File: src/rtl/mac_pkg.sv
package mac_pkg;
  localparam int INSTR_W = 32;
  localparam logic [INSTR_W-1:0] MAC_MASK  = 32'h0FC0_00F0;
  localparam logic [INSTR_W-1:0] MAC_PATTN = 32'h0000_0090;
  localparam int ACC_BIT  = 21;
  localparam int SETF_BIT = 20;
  localparam int RD_LSB = 16;
  localparam int RN_LSB = 12;
  localparam int RS_LSB = 8;
  localparam int RM_LSB = 0;
  localparam int FLAG_N = 3;
  localparam int FLAG_Z = 2;
  localparam int FLAG_C = 1;
  localparam int FLAG_V = 0;

  typedef struct packed {
    logic       acc;
    logic       setf;
    logic [3:0] rd;
    logic [3:0] rn;
    logic [3:0] rs;
    logic [3:0] rm;
  } mac_fields_t;
endpackage

File: src/rtl/mac_decode.sv
module mac_decode
  import mac_pkg::*;
(
  input  logic [INSTR_W-1:0] instr,
  output logic               hit,
  output mac_fields_t        fields
);
  always_comb begin
    hit         = (instr & MAC_MASK) == MAC_PATTN;
    fields.acc  = instr[ACC_BIT];
    fields.setf = instr[SETF_BIT];
    fields.rd   = instr[RD_LSB +: 4];
    fields.rn   = instr[RN_LSB +: 4];
    fields.rs   = instr[RS_LSB +: 4];
    fields.rm   = instr[RM_LSB +: 4];
  end
endmodule

File: src/rtl/mac_arith.sv
module mac_arith #(
  parameter int XLEN = 32
) (
  input  logic            acc,
  input  logic [XLEN-1:0] mcand,
  input  logic [XLEN-1:0] mplier,
  input  logic [XLEN-1:0] addend,
  output logic [XLEN-1:0] sum
);
  logic [XLEN-1:0] prod_lo;
  always_comb begin
    prod_lo = mcand * mplier;
    sum     = prod_lo + (acc ? addend : '0);
  end
endmodule

File: src/rtl/mac_flags.sv
module mac_flags
  import mac_pkg::*;
#(
  parameter int XLEN = 32
) (
  input  logic            upd,
  input  logic [XLEN-1:0] value,
  input  logic [3:0]      cur,
  output logic [3:0]      nxt
);
  always_comb begin
    nxt         = cur;
    if (upd) begin
      nxt[FLAG_N] = value[XLEN-1];
      nxt[FLAG_Z] = (value == '0);
    end
  end
endmodule

File: src/rtl/mac_exec_unit.sv
module mac_exec_unit
  import mac_pkg::*;
#(
  parameter int XLEN = 32,
  parameter int RIDX_W = 4
) (
  input  logic              clk,
  input  logic              rst,
  input  logic              issue_vld,
  input  logic [INSTR_W-1:0] instr,
  input  logic              cond_ok,
  input  logic [3:0]        flags_in,
  input  logic [XLEN-1:0]   rm_data,
  input  logic [XLEN-1:0]   rs_data,
  input  logic [XLEN-1:0]   rn_data,
  output logic              match,
  output logic [RIDX_W-1:0] rm_idx,
  output logic [RIDX_W-1:0] rs_idx,
  output logic [RIDX_W-1:0] rn_idx,
  output logic              done,
  output logic [RIDX_W-1:0] dst_idx,
  output logic              dst_we,
  output logic [XLEN-1:0]   result,
  output logic [3:0]        flags_out,
  output logic              flags_we
);
  mac_fields_t     fld;
  logic            hit;
  logic            commit;
  logic [XLEN-1:0] sum;
  logic [3:0]      flags_nxt;

  mac_decode u_dec (.instr(instr), .hit(hit), .fields(fld));

  mac_arith #(.XLEN(XLEN)) u_arith (
    .acc(fld.acc), .mcand(rm_data), .mplier(rs_data),
    .addend(rn_data), .sum(sum)
  );

  assign commit = hit & cond_ok;

  mac_flags #(.XLEN(XLEN)) u_flags (
    .upd(commit & fld.setf), .value(sum), .cur(flags_in), .nxt(flags_nxt)
  );

  assign match  = hit;
  assign rm_idx = fld.rm;
  assign rs_idx = fld.rs;
  assign rn_idx = fld.rn;

  always_ff @(posedge clk) begin
    if (rst) begin
      done      <= 1'b0;
      dst_we    <= 1'b0;
      flags_we  <= 1'b0;
      dst_idx   <= '0;
      result    <= '0;
      flags_out <= '0;
    end else begin
      done     <= issue_vld;
      dst_we   <= issue_vld & commit;
      flags_we <= issue_vld & commit & fld.setf;
      if (issue_vld) begin
        dst_idx   <= fld.rd;
        result    <= sum;
        flags_out <= flags_nxt;
      end
    end
  end
endmodule

File: config.mk
export PLATFORM = sky130hd
export DESIGN_NAME = mac_exec_unit
export DESIGN_NICKNAME = d
export VERILOG_FILES = /design/src/rtl/mac_pkg.sv /design/src/rtl/mac_decode.sv /design/src/rtl/mac_arith.sv /design/src/rtl/mac_flags.sv /design/src/rtl/mac_exec_unit.sv
export SDC_FILE = /design/constraint.sdc
export NUM_CORES = 1
export LEC_CHECK = 0
export BUFFER_PORTS_ARGS = -buffer_cell sky130_fd_sc_hd__buf_2
export CORE_UTILIZATION = 63
export DETAILED_ROUTE_END_ITERATION = 12
export PLACE_DENSITY = 0.81
export SYNTH_ARGS = -nofsm -noshare
export SYNTH_HDL_FRONTEND = slang
export SYNTH_SLANG_ARGS = --single-unit
File: constraint.sdc
create_clock -name clk -period 8 [get_ports clk]
set_input_delay 0 -clock clk [delete_from_list [all_inputs] [get_ports clk]]
set_output_delay 0 -clock clk [all_outputs]
set_load 0.05 [all_outputs]
======== Word level (Yosys, flattened, before mapping) ========
Index checks and enable logic that the tools add are counted.
storage, ports and cells
  register bits after elaboration ......... 43
  latch bits .............................. 0
  memory bits (writable) .................. 0
  memory bits (read-only) ................. 0
  bits of input ports ..................... 136
  output and inout port bits .............. 56
  logic and storage cells ................. 16
  memories kept ........................... 0
operators by class
  add/sub/neg operators ................... 1
  multipliers ............................. 1
  div/mod/pow operators ................... 0
  $lt $le $gt $ge ......................... 0
  equal/unequal tests ..................... 1
  shift-type cells ........................ 0
  multiplexer cells ....................... 2
  bitwise logic cells ..................... 4
  reduce and logical (&&, ||, !) cells .... 1
operators by type and width
  operator                                        number
  adder 32 bit                                    1
  logical NOT 32 bit                              1
  multiplier 32 x 32 -> 32 bit                    1
  two-way mux 32 bit                              1
  == test 10 x 4 -> 1 bit, second input constant  1
  bitwise AND 1 bit                               4
  two-way mux 2 bit                               1

======== Logic depth before layout (Yosys ltp) ========
  word-level depth ........................ 4
  gate-level depth with buffers ........... 30
  depth with buffers taken out ............ 28

======== Modules after synthesis ========
A second synthesis with hierarchy kept.
second synthesis, totals
  cell total of the unflattened synthesis .. 2080
  area total of the unflattened synthesis .. 18935.7 µm²
by module, submodules not included
  module         times used  cells an instance  area each (µm²)  sequential area each (µm²)
  mac_arith      1           1906               17098.9          0.0
  mac_exec_unit  1           137                1534.0           860.8
  mac_decode     1           21                 167.7            0.0
  mac_flags      1           16                 135.1            0.0

======== Worst setup path before layout ========
OpenSTA, ideal clock, no wires.
  kind .................................... input -> register
  from .................................... input port rs_data[3]
  to ...................................... register flags_out[3]
  library setup time ...................... 0.086 ns
  data arrival time ....................... 6.817 ns
  data required time ...................... 7.914 ns
  path slack .............................. 1.098 ns
  stages .................................. 28
  buffers on the path ..................... 2
  cells stage by stage .................... clkbuf_1 -> clkbuf_1 -> and2_1 -> fa_1 -> inv_1 -> fa_1 -> inv_1 -> fa_1 -> inv_1 -> fa_1 -> inv_1 -> fa_1 -> fa_1 -> fa_1 -> inv_1 -> fa_1 -> inv_1 -> ha_1 -> and3_1 -> a221o_1 -> a2111oi_0 -> o211ai_1 -> nand2_1 -> o21ai_0 -> a21oi_1 -> xnor2_1 -> mux2i_1 -> a211oi_1
on the way
  word-level cells in the longest chain between the ends .. 3
RTL lines
  element                       RTL line             text
  start: declaration            mac_exec_unit.sv:14  input logic [XLEN-1:0] rs_data,
  multiplier 32 x 32 -> 32 bit  mac_arith.sv:12      prod_lo = mcand * mplier;
  adder 32 bit                  mac_arith.sv:13      sum = prod_lo + (acc ? addend : '0);
  two-way mux 2 bit             mac_flags.sv:13      if (upd) begin
  end signal: assignment        mac_exec_unit.sv:66  flags_out <= flags_nxt;
  end: declaration              mac_exec_unit.sv:24  output logic [3:0] flags_out,
Every way passes these cells.
A chain may end at the register's enable or synchronous reset.

======== Final worst setup path ========
  from .................................... input port instr[21]
  to ...................................... register flags_out[3]
on the way
  word-level cells in the longest chain between the ends .. 3
RTL lines
  element             RTL line             text
  start: declaration  mac_exec_unit.sv:10  input logic [INSTR_W-1:0] instr,
  two-way mux 32 bit  mac_arith.sv:13
  adder 32 bit        mac_arith.sv:13
  two-way mux 2 bit   mac_flags.sv:13
Every way passes these cells.

==> metrics.csv <==
stage,metric,value,unit
run_status,run status,completed,
sta,final-layout setup total negative slack,0,ns
detailed_routing,detailed-route via count,14097,
worst_hold_path,worst hold-check path type,in2out,
sta,worst slew margin relative to its limit,50.3,%
sta,crit share post-route,92.1,%
clock_network,Clock Path Buffers,2,
synth,post-synthesis sequential element count,43,
clock_network,clock root buffer,sky130_fd_sc_hd__clkbuf_16,
placed_design,RePlAce Congestion,0.942,
detailed_routing,average routed wire per standard cell,18.5,um
synth,Post-Synthesis Cell Area,0.0188,mm2
setup_path,dominant delay contributor by cell family on the critical path,adder cells,
setup_path,crit start category,primary input,
floorplanning,width of the die,175,um
placed_design,post-detail-place hpwl,38600,um
clock_network,clock-pin transition on the worst setup and hold timing paths,0.06,ns
clock_network,number of levels the H-tree was split into,2,
floorplanning,Die H,175,um
synth,portion of the post-synthesis area used by sequential elements,4.58,%
detailed_routing,remaining routing DRC violations,0,
placed_design,Port Buffer Count,163,
setup_path,cell count along the critical path,27,
synth,Yosys warning count,0,
setup_path,CP Buf/Inv Count,7,
setup_path,largest stage delay on the critical path,0.55,ns
global_route,vias in the first global route,15382,
global_route,first-pass GRT wire length,77600,um
final_layout,Final #Nets,2864,
setup_path,startpoint-to-endpoint class of the critical path,in2reg,
setup_path,Worst R2R Path Depth,3,
synth,"EDFF count, synth",0,
clock_network,clock insertion delay at the later pin of the skew report,0.28,ns
detailed_routing,number of detailed-routing iterations run before antenna repair,7,
final_layout,"Area growth, synth to finish",6.23,%
sta,least setup slack across all paths after layout,0.633,ns
synth,fraction of registers with async set or reset after synthesis,0,%
sta,RSZ-0062 raised after global routing,false,
synth,primary flip-flop cell chosen by synthesis mapping,sky130_fd_sc_hd__dfxtp_1,
floorplanning,floorplan die area,0.0306,mm2
sta,achievable clock frequency,136,MHz
detailed_routing,routed wire length,47200,um
detailed_routing,starting DRC count in detailed routing,898,
global_route,Tot GR Track Use,32.7,%
floorplanning,Std-Cell Core Area,0.0290,mm2
final_layout,share of layout cells above drive strength 1,8.95,%
clock_network,Post-CTS Setup Repair Bufs,0,
synth,cell count after synthesis,2082,
floorplanning,Starting Density,64.8,%
setup_path,data arrival time of the worst path,7.56,ns
global_route,total overflow reported by the global router,0,
setup_path,"slowest stage cell, crit path",sky130_fd_sc_hd__fa_1,
setup_path,Most common cell on crit path,sky130_fd_sc_hd__fa_1,
clock_network,clock buffers created by TritonCTS,5,
placed_design,Post-Place Setup Slack,0.343,ns
synth,Synthesized Nets,2780,
job,count of maximum capacitance violations,0,
clock_network,clock tree sinks,43,
global_route,antenna violations before repair,2,
setup_path,minimum setup slack among reg-to-reg paths,7.18,ns
synth,number of different library cells in the post-synthesis netlist,52,
global_route,maximum number of pins on one net before global-route repair,50,
sta,worst slew pin tran,0.745,ns
floorplanning,Site Rows,62,
setup_path,worst-path maximum fanout,21,
detailed_routing,via/cell ratio,5.52,
sta,number of failing hold endpoints at the final stage,0,
sta,clock skew after layout,0,ns
placed_design,"number of placed instances, taps included",2536,
final_layout,final instance count without filler cells,2553,
floorplanning,top-level I/O count,192,
sta,max-slew violations,0,
worst_hold_path,WHS Path Cells,0,
clock_network,TritonCTS clock tree,done,
sta,Final setup viols,0,
sta,Tmin final,7.37,ns
synth,Post-Syn Area per Cell,9.03,um2
detailed_routing,Post-DRT Antenna Nets,0,
final_layout,core occupancy in the finished layout,68.9,%
setup_path,required time reported for the critical path endpoint,8.20,ns
setup_path,element type at the critical path end,register,
worst paths after layout:
kind                       end         start
setup / recovery  flags_out[3]     instr[21]
hold / removal       rm_idx[3]      instr[3]
setup reg to reg    result[30]    result[30]
hold reg to reg   flags_out[3]  flags_out[3]
Yosys cell counts (2+ instances only):
cell | number | area (um2)
sky130_fd_sc_hd__a2111oi_0 | 2 | 17.5
sky130_fd_sc_hd__a211oi_1 | 12 | 90.1
sky130_fd_sc_hd__a21boi_0 | 2 | 15.0
sky130_fd_sc_hd__a21o_1 | 6 | 45.0
sky130_fd_sc_hd__a21oi_1 | 27 | 135
sky130_fd_sc_hd__a31oi_1 | 4 | 25.0
sky130_fd_sc_hd__and2_1 | 397 | 2480
sky130_fd_sc_hd__buf_1 | 2 | 7.51
sky130_fd_sc_hd__buf_4 | 12 | 90.1
sky130_fd_sc_hd__clkbuf_1 | 93 | 349
sky130_fd_sc_hd__dfxtp_1 | 43 | 861
sky130_fd_sc_hd__fa_1 | 438 | 8770
sky130_fd_sc_hd__ha_1 | 124 | 1550
sky130_fd_sc_hd__inv_1 | 496 | 1860
sky130_fd_sc_hd__mux2i_1 | 33 | 330
sky130_fd_sc_hd__nand2_1 | 178 | 668
sky130_fd_sc_hd__nand2b_1 | 4 | 25.0
sky130_fd_sc_hd__nand3_1 | 5 | 25.0
sky130_fd_sc_hd__nand3b_1 | 2 | 15.0
sky130_fd_sc_hd__nand4_1 | 2 | 12.5
sky130_fd_sc_hd__nand4bb_1 | 2 | 22.5
sky130_fd_sc_hd__nor2_1 | 47 | 176
sky130_fd_sc_hd__nor2b_1 | 3 | 18.8
sky130_fd_sc_hd__nor3_1 | 10 | 50.1
sky130_fd_sc_hd__o211ai_1 | 3 | 22.5
sky130_fd_sc_hd__o21ai_0 | 14 | 70.1
sky130_fd_sc_hd__o21bai_1 | 6 | 45.0
sky130_fd_sc_hd__o31ai_1 | 2 | 15.0
sky130_fd_sc_hd__or3_1 | 2 | 12.5
sky130_fd_sc_hd__xnor2_1 | 75 | 657
sky130_fd_sc_hd__xor2_1 | 15 | 131
layer usage:
| layer | GRT usage, % | share of wire (%) | vias up |
|---|---|---|---|
| met3 | 6.96 | 10 | 128 |
| met4 | 11.3 | 3.8 | 0 |
| met1 | 43.5 | 38 | 7034 |
| li1 | - | - | 6168 |
| met2 | 53.2 | 48 | 767 |
| met5 | 0 | 0 | - |
metrics by stage:
stage	hold slack [ns]	cell area (um2)
after global routing	0.0000718	20000
after global placement	0.000341	19800
after floorplan	0.0728	18800
after detailed placement	0.000341	19800
final	0.0000193	20000
after CTS	0.000341	20000
cells by family after synthesis:
| family | synth area share (%) |
|---|---|
| flip-flops | 4.58 |
| AND/OR/NAND/NOR | 19.3 |
| buffers and inverters | 12.3 |
| XOR/XNOR | 4.19 |
| AO/OA/AOI/OAI | 2.96 |
| adder cells (fa/ha/maj) | 54.9 |
| multiplexers | 1.82 |
layout by cell type (no fill, tap or decap), drive strengths merged, types with 7 or more instances in the layout:
cell and instances:
a211oi 12, a21oi 27, and2 397, buf 177
dfxtp 43, dlygate4sd3 7, fa 438, ha 124
inv 496, mux2i 33, nand2 178, nor2 47
nor3 10, o21ai 14, xnor2 75, xor2 15
state kept, by name (all words and copies together) (netlist names):
register / cells
result: 32
dst_idx: 4
flags_out: 4
done: 1
dst_we: 1
flags_we: 1
area by class of cell:
type / instances / area (um2)
tap: 384 / 480
clock inverter: 2 / 12.5
timing repair buffer: 184 / 991
inverter: 496 / 1860
clock buffer: 6 / 129
fill: 2283 / 9030
sequential: 43 / 861
antenna: 2 / 5.00
multi-input combinational: 1436 / 15600
repair_timing:
item | 4_1_cts | 5_1_grt
hold buffers | 7 | 0
endpoints found under the hold margin | 7 | 0
resized for setup | 0 | 0
Power is not shown: default switching activity piles up to over one toggle a cycle in this logic, so the estimate is an artifact.
